--- config.mk ---
export PLATFORM = sky130hd
export DESIGN_NAME = itmr_dual_timer
export DESIGN_NICKNAME = d
export VERILOG_FILES = /design/src/rtl/itmr_pkg.sv /design/src/rtl/itmr_engine.sv /design/src/rtl/itmr_regs.sv /design/src/rtl/itmr_dual_timer.sv
export SDC_FILE = /design/constraint.sdc
export NUM_CORES = 1
export LEC_CHECK = 0
export ABC_AREA = 1
export BUFFER_PORTS_ARGS = -buffer_cell sky130_fd_sc_hd__buf_2
export CAP_MARGIN = 30
export CORE_MARGIN = 1.5
export CORE_UTILIZATION = 58
export CTS_BUF_LIST = sky130_fd_sc_hd__clkbuf_16
export DETAILED_ROUTE_END_ITERATION = 6
export GPL_ROUTABILITY_DRIVEN = 0
export GPL_TIMING_DRIVEN = 1
export PLACE_DENSITY = 0.81
export SLEW_MARGIN = 20
export SYNTH_ARGS = -nofsm -noshare
export SYNTH_HDL_FRONTEND = slang
export SYNTH_HIERARCHICAL = 1
export SYNTH_SLANG_ARGS = --single-unit
--- constraint.sdc ---
create_clock -name clk -period 2.6 [get_ports clk]
set_input_delay 0.26 -clock clk [delete_from_list [all_inputs] [get_ports clk]]
set_output_delay 0.26 -clock clk [all_outputs]
set_load 0.02 [all_outputs]
--- src/rtl/itmr_pkg.sv ---
package itmr_pkg;

  // Number of address bits that select one of the eight registers
  localparam int unsigned REG_BITS = 3;

  // Register offsets inside the window
  typedef enum logic [REG_BITS-1:0] {
    REG_T1_CLO = 3'd0,  // first counter low byte (read clears flag 1)
    REG_T1_CHI = 3'd1,  // first counter high byte (write loads + starts)
    REG_T1_LLO = 3'd2,  // reload latch low byte
    REG_T1_LHI = 3'd3,  // reload latch high byte (write clears flag 1)
    REG_T2_LO  = 3'd4,  // second counter low byte
    REG_T2_HI  = 3'd5,  // second counter high byte
    REG_CTRL   = 3'd6,  // bit 0: continuous mode for the first timer
    REG_STAT   = 3'd7   // bit 0: flag 1, bit 1: flag 2
  } itmr_reg_e;

  // One-cycle access strobes from the decoder
  typedef struct packed {
    logic t1_chi_wr;
    logic t1_lhi_wr;
    logic t1_clo_rd;
    logic t2_lo_wr;
    logic t2_hi_wr;
    logic t2_lo_rd;
    logic ctrl_wr;
  } itmr_strobe_t;

endpackage

--- src/rtl/itmr_engine.sv ---
// One down-counter with start/stop state and a sticky expiry flag.
// RELOAD_EN selects whether the continuous-reload variant is built.
module itmr_engine #(
  parameter int unsigned CNT_W     = 16,
  parameter bit          RELOAD_EN = 1'b1
) (
  input  logic             clk,
  input  logic             rst,
  input  logic             tick,
  input  logic             load,
  input  logic [CNT_W-1:0] load_val,
  input  logic             start,
  input  logic             halt,
  input  logic             cont,
  input  logic [CNT_W-1:0] reload_val,
  input  logic             clr,
  output logic [CNT_W-1:0] count,
  output logic             run,
  output logic             flag
);

  localparam logic [CNT_W-1:0] ONE = CNT_W'(1);

  logic cont_eff;
  logic [CNT_W-1:0] reload_eff;

  generate
    if (RELOAD_EN) begin : g_reload
      assign cont_eff   = cont;
      assign reload_eff = reload_val;
    end else begin : g_oneshot
      logic unused_reload;
      assign unused_reload = ^{cont, reload_val};
      assign cont_eff      = 1'b0;
      assign reload_eff    = '0;
    end
  endgenerate

  // A bus load overrides counting in its cycle, so no expiry then
  logic expire;
  assign expire = !load && run && tick && (count <= ONE);

  always_ff @(posedge clk) begin
    if (rst) begin
      count <= '0;
    end else if (load) begin
      count <= load_val;
    end else if (run && tick) begin
      if (count <= ONE) count <= cont_eff ? reload_eff : '0;
      else              count <= count - ONE;
    end
  end

  always_ff @(posedge clk) begin
    if (rst) begin
      run <= 1'b0;
    end else if (halt) begin
      run <= 1'b0;
    end else if (start) begin
      run <= 1'b1;
    end else if (expire && !cont_eff) begin
      run <= 1'b0;
    end
  end

  // Expiry has priority over a clearing access in the same cycle
  always_ff @(posedge clk) begin
    if (rst) begin
      flag <= 1'b0;
    end else if (expire) begin
      flag <= 1'b1;
    end else if (clr) begin
      flag <= 1'b0;
    end
  end

endmodule

--- src/rtl/itmr_regs.sv ---
// Address decode, reload latch, control bit and registered read mux.
module itmr_regs
  import itmr_pkg::*;
#(
  parameter int unsigned DATA_W = 8,
  parameter int unsigned ADDR_W = 4,
  parameter int unsigned CNT_W  = 2 * DATA_W
) (
  input  logic              clk,
  input  logic              rst,
  input  logic              bus_sel,
  input  logic              bus_wr,
  input  logic [ADDR_W-1:0] bus_addr,
  input  logic [DATA_W-1:0] bus_wdata,
  input  logic [CNT_W-1:0]  t1_count,
  input  logic [CNT_W-1:0]  t2_count,
  input  logic              t1_flag,
  input  logic              t2_flag,
  output itmr_strobe_t      strb,
  output logic [CNT_W-1:0]  t1_latch,
  output logic              t1_cont,
  output logic [DATA_W-1:0] bus_rdata
);

  localparam int unsigned NBYTES = CNT_W / DATA_W;

  logic      in_map, wr_hit, rd_hit;
  itmr_reg_e reg_id;

  // Full decode: any upper address bit set leaves the window
  assign in_map = bus_sel && (bus_addr[ADDR_W-1:REG_BITS] == '0);
  assign reg_id = itmr_reg_e'(bus_addr[REG_BITS-1:0]);
  assign wr_hit = in_map && bus_wr;
  assign rd_hit = in_map && !bus_wr;

  always_comb begin
    strb           = '0;
    strb.t1_chi_wr = wr_hit && (reg_id == REG_T1_CHI);
    strb.t1_lhi_wr = wr_hit && (reg_id == REG_T1_LHI);
    strb.t1_clo_rd = rd_hit && (reg_id == REG_T1_CLO);
    strb.t2_lo_wr  = wr_hit && (reg_id == REG_T2_LO);
    strb.t2_hi_wr  = wr_hit && (reg_id == REG_T2_HI);
    strb.t2_lo_rd  = rd_hit && (reg_id == REG_T2_LO);
    strb.ctrl_wr   = wr_hit && (reg_id == REG_CTRL);
  end

  // Reload latch, one byte lane per latch address
  generate
    for (genvar b = 0; b < NBYTES; b++) begin : g_latch
      logic lane_wr;
      if (b == 0) begin : g_lo
        assign lane_wr = wr_hit && (reg_id == REG_T1_LLO);
      end else begin : g_hi
        assign lane_wr = wr_hit && (reg_id == REG_T1_LHI);
      end
      always_ff @(posedge clk) begin
        if (rst)          t1_latch[b*DATA_W +: DATA_W] <= '0;
        else if (lane_wr) t1_latch[b*DATA_W +: DATA_W] <= bus_wdata;
      end
    end
  endgenerate

  always_ff @(posedge clk) begin
    if (rst)               t1_cont <= 1'b0;
    else if (strb.ctrl_wr) t1_cont <= bus_wdata[0];
  end

  logic [DATA_W-1:0] rd_mux;

  always_comb begin
    unique case (reg_id)
      REG_T1_CLO: rd_mux = t1_count[DATA_W-1:0];
      REG_T1_CHI: rd_mux = t1_count[CNT_W-1:DATA_W];
      REG_T1_LLO: rd_mux = t1_latch[DATA_W-1:0];
      REG_T1_LHI: rd_mux = t1_latch[CNT_W-1:DATA_W];
      REG_T2_LO:  rd_mux = t2_count[DATA_W-1:0];
      REG_T2_HI:  rd_mux = t2_count[CNT_W-1:DATA_W];
      REG_CTRL:   rd_mux = DATA_W'(t1_cont);
      REG_STAT:   rd_mux = DATA_W'({t2_flag, t1_flag});
      default:    rd_mux = '0;
    endcase
  end

  always_ff @(posedge clk) begin
    if (rst) bus_rdata <= '0;
    else     bus_rdata <= rd_hit ? rd_mux : '0;
  end

endmodule

--- src/rtl/itmr_dual_timer.sv ---
module itmr_dual_timer
  import itmr_pkg::*;
#(
  parameter int unsigned DATA_W = 8,
  parameter int unsigned ADDR_W = 4
) (
  input  logic              clk,
  input  logic              rst,
  input  logic              tick_en,
  input  logic              bus_sel,
  input  logic              bus_wr,
  input  logic [ADDR_W-1:0] bus_addr,
  input  logic [DATA_W-1:0] bus_wdata,
  output logic [DATA_W-1:0] bus_rdata,
  output logic              irq_t1,
  output logic              irq_t2
);

  localparam int unsigned CNT_W = 2 * DATA_W;

  itmr_strobe_t     strb;
  logic [CNT_W-1:0] t1_latch, t1_count, t2_count, t2_load_val;
  logic             t1_cont, t1_run, t2_run, t1_flag, t2_flag;

  itmr_regs #(
    .DATA_W(DATA_W),
    .ADDR_W(ADDR_W),
    .CNT_W (CNT_W)
  ) i_regs (
    .clk      (clk),
    .rst      (rst),
    .bus_sel  (bus_sel),
    .bus_wr   (bus_wr),
    .bus_addr (bus_addr),
    .bus_wdata(bus_wdata),
    .t1_count (t1_count),
    .t2_count (t2_count),
    .t1_flag  (t1_flag),
    .t2_flag  (t2_flag),
    .strb     (strb),
    .t1_latch (t1_latch),
    .t1_cont  (t1_cont),
    .bus_rdata(bus_rdata)
  );

  // First timer: counter-high write copies the latch in; the control
  // write with the continuous bit set restarts without a reload.
  itmr_engine #(
    .CNT_W    (CNT_W),
    .RELOAD_EN(1'b1)
  ) i_t1 (
    .clk       (clk),
    .rst       (rst),
    .tick      (tick_en),
    .load      (strb.t1_chi_wr),
    .load_val  (t1_latch),
    .start     (strb.t1_chi_wr || (strb.ctrl_wr && bus_wdata[0])),
    .halt      (1'b0),
    .cont      (t1_cont),
    .reload_val(t1_latch),
    .clr       (strb.t1_chi_wr || strb.t1_lhi_wr || strb.t1_clo_rd),
    .count     (t1_count),
    .run       (t1_run),
    .flag      (t1_flag)
  );

  // Second timer: low write replaces the count, high write adds the
  // byte into the upper half.
  assign t2_load_val = strb.t2_lo_wr ? CNT_W'(bus_wdata)
                                     : t2_count + {bus_wdata, {DATA_W{1'b0}}};

  itmr_engine #(
    .CNT_W    (CNT_W),
    .RELOAD_EN(1'b0)
  ) i_t2 (
    .clk       (clk),
    .rst       (rst),
    .tick      (tick_en),
    .load      (strb.t2_lo_wr || strb.t2_hi_wr),
    .load_val  (t2_load_val),
    .start     (strb.t2_hi_wr),
    .halt      (strb.t2_lo_wr),
    .cont      (1'b0),
    .reload_val('0),
    .clr       (strb.t2_lo_wr || strb.t2_hi_wr || strb.t2_lo_rd),
    .count     (t2_count),
    .run       (t2_run),
    .flag      (t2_flag)
  );

  assign irq_t1 = t1_flag;
  assign irq_t2 = t2_flag;

endmodule

==> results of run 1 <==
[worst register-to-register path, cell delays in order (launching register included)]
cell and delay [ps]:
dfxtp_1 380, ha_1 250, fa_1 420, nand2_1 90
nand2_1 70, and2_4 140, xnor2_1 150, nor2_1 60
nand2_1 60, o21ai_0 70, a21oi_1 130, nor2_1 50
[how the worst max path moves through the flow]
stage	start	end	slack (ps)	cells past startpoint
finish	i_t2/count[8]	i_t2/count[12]	620	11
detailed placement	bus_addr[2]	i_t2/count[4]	470	10
global route	i_t2/count[8]	i_t2/count[12]	440	11
global placement	bus_addr[2]	i_t2/count[4]	570	10
CTS	i_t2/count[8]	i_t2/count[12]	640	11
floorplan	bus_addr[2]	i_t1/count[5]	420	9
[kinds of logic (layout without fill, tap and decap cells)]
group                      after synthesis  count (layout)  share of synthesized area
buffers and inverters                  114             133                      0.116
xor gates and xnor gates                13              13                     0.0233
DFF                                     61              61                      0.250
other                                    1               1                   0.000767
adders and majority gates               12              12                     0.0322
AOI/OAI and AO/OA                      123             123                      0.140
and+or+nand+nor                        437             437                      0.438
[layout by cell type, fill, tap and decap left out, types with 3 or more instances in the layout]
master / n
a21oi_1: 45
a21oi_2: 7
a31oi_1: 3
buf_2: 26
buf_4: 9
clkbuf_16: 9
clkinv_1: 5
dfxtp_1: 61
ha_1: 11
inv_1: 73
inv_2: 5
nand2_1: 185
nand2_2: 11
nand2_4: 7
nand3_1: 54
nand3_4: 3
nand3b_1: 3
nand4_1: 43
nor2_1: 92
nor2_2: 14
nor2_4: 10
nor2_8: 3
o21ai_0: 46
o21ai_1: 12
o21ai_2: 3
o21bai_1: 4
or2_1: 3
xnor2_1: 6
xor2_1: 7
[final cells by class]
type,count,area (µm²),area share
well taps,105,131,0.0250
clock buffers,9,225,0.0429
inverters,82,318,0.0605
repair buffers,35,198,0.0376
flip-flops and latches,61,1220,0.232
multi-input cells,586,3100,0.590
clock inverters,7,58.8,0.0112
[state kept, by name (all words and copies together), names as in the netlist]
register          cells
i_t1/count           16
i_regs/t1_cont        1
i_regs/t1_latch      16
i_t1/flag             1
i_t2/run              1
i_t2/count           16
i_t2/flag             1
i_regs/bus_rdata      8
i_t1/run              1
[routing by layer]
layer	vias to the layer above	part of all wire	global-route usage	routed length [µm]
li1	2514	-	-	-
met1	2324	0.43	0.467	5960
met2	299	0.44	0.493	6100
met3	35	0.11	0.0717	1510
met4	0	0.022	0.0908	302
met5	-	0	0	0
[power groups by stage]
stage	Sequential [mW]	Clock [mW]	Combinational, mW
3_3_place_gp	0.985	0	0.278
2_1_floorplan	0.978	0	0.235
5_1_grt	0.966	1.21	0.330
6_report	0.966	1.16	0.297
4_1_cts	0.965	1.16	0.290
3_5_place_dp	0.985	0	0.288
==> metrics.yaml, run 1 <==
synth:
  synth_top_area_cell: "dfxtp_1"
  netlist_area_mm2: 0.00489
  ys_types: 47
  ys_seq_elements: 61
  synthFlopType: "dfxtp_1"
  synthCells: 761
  synth_top_cell_area_share: 0.250
  yosysSeqAreaShare: 0.250
  synth_area_leaders: "dfxtp_1 25%, nand2_1 14%, nor2_1 7.1%"
  avgSynthCellArea_um2: 6.43
  syn-num-nets: 790
  ys_warn_count: 6
  yosysMostFrequentCell: "nand2_1"
  synth-edff-count: 0
  synth_top_cells_by_count: "185 x nand2_1, 92 x nor2_1, 71 x inv_1, 61 x dfxtp_1, 54 x nand3_1"
  synthArstFlopShare: 0
critical_path:
  worst_r2r_path_depth: 11
  reg2reg_slack_ps: 620
  crit_path_top_delay_cell: "fa_1"
  slowest_delay_ps: 420
  crit_chain: "ha_1 -> fa_1 -> nand2_1 -> nand2_1 -> and2_4 -> xnor2_1 -> nor2_1 -> nand2_1 -> o21ai_0 -> a21oi_1 -> nor2_1"
  worstPathRequired_ps: 2810
  critPathMaxFanout: 5
  r2r-start: "i_t2/count[8]"
  critical_path_class: "flop to flop"
  reg2reg_to: "i_t2/count[12]"
  crit_buf_inv: 0
  crit_path_start_kind: "flop"
  crit_family: "adder cells"
  cp-end-kind: "flop"
  arrival_ps: 2200
  cpMostUsedCell: "nand2_1"
sta:
  rsz0062_at_grt: "false"
  tightest_slew_ps: 629
  final.setup_skew_ps: 6.43
  slew_headroom: 0.580
  setup_violations: 0
  post-route-min-period_ps: 1980
  fmax_mhz: 504
  maxSlewViolCount: 0
  hold_slack_ps: 235
  timing.setup.tns_ps: 0
  finalHoldViolCount: 0
  timing.final.ws_setup_ps: 616
  timing.final.crit_share: 0.763
route:
  ant_nets: 0
  post_drt_wl_per_cell_um: 15.7
  dr.pass1.iters: 6
  dr_total_vias: 5172
  drtIter0Drc: 582
  drc_errors: 0
  wirelength_um: 13900
  routed_via_density: 5.84
global_routing:
  grt_max_degree: 36
  grt_overflow: 0
  track_usage: 0.327
  antenna_found_initial: 0
  first_global_vias: 4591
  grt_pass1_wl_um: 22700
worst_hold_path:
  whs_endpoint: "i_regs/t1_latch[2]"
  hold_path_class: "input port to flop"
  hold_depth: 3
  holdCritStartpoint: "bus_wdata[2]"
clock_tree:
  clk_latency_ps: 330
  cts_root_buffer: "clkbuf_16"
  cts_max_level: 3
  cts_buffer_depth: 2
  cts_sinks: 61
  cts_tree: "built"
  ctsResizeCount: 0
  cts_buffers: 9
  cts-hold-fix-buffers: 0
  post-cts-setup-buffer-count: 0
  cts.clk_slew.worst_paths_ps: 60
cells_and_area:
  area_growth_syn_to_layout_pct: 7.39
  final_cell_area_mm2: 0.00525
  fin_util: 0.642
  fillers: 733
  final_nets: 804
  stdcell_count: 885
  drive_gt1_frac: 0.150
  num_antenna_cells: 0
placement:
  placed_cells: 869
  dpl_worst_slack_ps: 474
  hpwl_um: 10200
  placed_area_mm2: 0.00497
  portBuffers: 26
pwr:
  pwr-share-clk: 0.479
  p_total_mw: 2.42
  switching_share: 0.271
  seq_power_share: 0.399
  pwr-share-comb: 0.123
  p_per_area_mw_per_mm2: 462
  leakage_nw: 2.45
  ir_drop_uv: 343
  p_int_mw: 1.77
  switchingPower_mw: 0.657
job:
  cap_violations: 0
die:
  dieWidth_um: 94.8
  dieHeight_um: 94.8
  start_util: 0.598
  core_mm2: 0.00818
  die_area_mm2: 0.00899
  ios: 27
  num_rows: 33
run_status:
  status: "completed"
Power figures use the tool's default switching activity.
==> run 2: changes to the inputs <==
==> constraint.sdc (replaced) <==
create_clock -name clk -period 1.95 [get_ports clk]
set_input_delay 0.195 -clock clk [delete_from_list [all_inputs] [get_ports clk]]
set_output_delay 0.195 -clock clk [all_outputs]
set_load 0.02 [all_outputs]
==> run 2 against run 1 <==
- worst setup slack worse by 510 ps
- utilization is 2.0 points higher
- first-iteration DRC count is 14% higher
- non-clock buffer count is 17 higher
- critical endpoint unchanged
- largest cell class unchanged
- hold slack worse by 54 ps
- sequential power is 33% higher
- largest power group unchanged
- critical path type unchanged
==> metrics.yaml, run 2 (synthesized netlist as in run 1, its figures left out) <==
run_status:
  status: "completed"
route:
  drtIter0Drc: 665
  dr.pass1.iters: 6
  drc_errors: 0
  dr_total_vias: 5332
  routed_via_density: 5.91
  ant_nets: 0
  wirelength_um: 14300
  post_drt_wl_per_cell_um: 15.8
clock_tree:
  clk_latency_ps: 330
  cts.clk_slew.worst_paths_ps: 50
  cts_sinks: 61
  cts_buffers: 9
  cts_max_level: 3
  cts_tree: "built"
  cts_buffer_depth: 2
  cts_root_buffer: "clkbuf_16"
worst_hold_path:
  hold_path_class: "input port to flop"
cells_and_area:
  num_antenna_cells: 0
  layout_commonest_cell: "nand2_1"
  final_nets: 821
  fillers: 744
  drive_gt1_frac: 0.172
  stdcell_count: 902
  final_cell_mix: "185 x nand2_1, 92 x nor2_1, 72 x inv_1"
  reg_top3: "i_regs/t1_latch (16), i_t1/count (16), i_t2/count (16)"
  final_cell_area_mm2: 0.00542
  fin_util: 0.662
  area_growth_syn_to_layout_pct: 10.7
sta:
  tightest_slew_ps: 511
  post-route-min-period_ps: 1850
  fmax_mhz: 542
  rsz0062_at_grt: "false"
  maxSlewViolCount: 0
  slew_headroom: 0.659
  hold_slack_ps: 182
  timing.setup.tns_ps: 0
  timing.final.crit_share: 0.947
  final.setup_skew_ps: 4.87
  setup_violations: 0
  finalHoldViolCount: 0
job:
  cap_violations: 0
die:
  die_area_mm2: 0.00899
  start_util: 0.598
  ios: 27
  dieWidth_um: 94.8
  num_rows: 33
  core_mm2: 0.00818
  dieHeight_um: 94.8
pwr:
  p_per_area_mw_per_mm2: 623
  leakage_nw: 2.54
  ir_drop_uv: 434
global_routing:
  grt_pass1_wl_um: 23100
  track_usage: 0.335
  grt_overflow: 0
  first_global_vias: 4777
  antenna_found_initial: 0
  grt_max_degree: 35
critical_path:
  critPathMaxFanout: 3
  crit_path_start_kind: "flop"
  critical_path_class: "flop to flop"
  arrival_ps: 2040
  cp-end-kind: "flop"
  worstPathRequired_ps: 2150
placement:
  placed_cells: 886
  portBuffers: 26
  hpwl_um: 10500
  placed_area_mm2: 0.00510
[run 2: cell count changes in the layout (fill, tap and decap cells not counted)]
| cell | delta |
|---|---|
| a21oi_1 | -1 |
| clkinvlp_4 | -1 |
| bufinv_16 | +1 |
| fa_2 | +1 |
| buf_4 | +17 |
| inv_1 | -1 |
| nor4_1 | -1 |
| fa_1 | -1 |
| clkinv_1 | +1 |
| nor4_2 | +1 |
| a21oi_2 | +1 |
[run 2: routing by layer]
layer	track usage	routed length (µm)
met5	0	0
met4	0.147	478
met3	0.0636	1580
met2	0.502	6170
met1	0.465	6030
[run 2: path summary, 6_finish.rpt]
path	start	to	slack, ps	depth (start not counted)
worst max register to register	i_t2/count[8]	i_t2/count[12]	100	11
worst max-delay path	i_t2/count[8]	i_t2/count[12]	100	11
worst min-delay path	bus_wdata[3]	i_regs/t1_latch[3]	180	3
worst min register to register	i_t1/count[1]	i_t1/count[1]	530	2
[run 2: report_power, final]
part	internal [mW]	leakage (nW)	switching [mW]	total (mW)
logic	0.138	1.90	0.283	0.421
registers	1.26	0.492	0.0182	1.28
clock network	1.10	0.155	0.572	1.67
total	2.50	2.54	0.873	3.37
[run 2: final cells by class]
type                       instances  area, µm²  share of cell area
clock buffer                       9        225              0.0416
clock inverter                     7       81.3              0.0150
inverter                          82        318              0.0587
multi-input combinational        586       3110               0.575
sequential                        61       1220               0.226
tap                              105        131              0.0243
timing repair buffer              52        325              0.0601
[run 2: timing repair]
action / in CTS / in global routing
gates resized for setup: 0 / 2
endpoints found under the hold margin: 0 / 0
setup endpoints to repair: 0 / 2
hold buffers: 0 / 0
setup buffers: 0 / 0
[run 2: stage by stage]
step	worst slack, ps	power, mW
2_1_floorplan	100	1.62
3_3_place_gp	123	1.70
3_5_place_dp	28.9	1.71
4_1_cts	67.8	3.37
5_1_grt	49.7	3.49
6_report	104	3.37
[run 2: worst max-delay path, cell delays in order, from the launching register on]
cell and delay (ps):
dfxtp_1 320, ha_1 220, fa_2 360, nand2_1 80, nand2_1 80, and2_4 140
xnor2_1 120, nor2_1 50, nand2_1 70, o21ai_0 90, a21oi_1 130, nor2_1 60
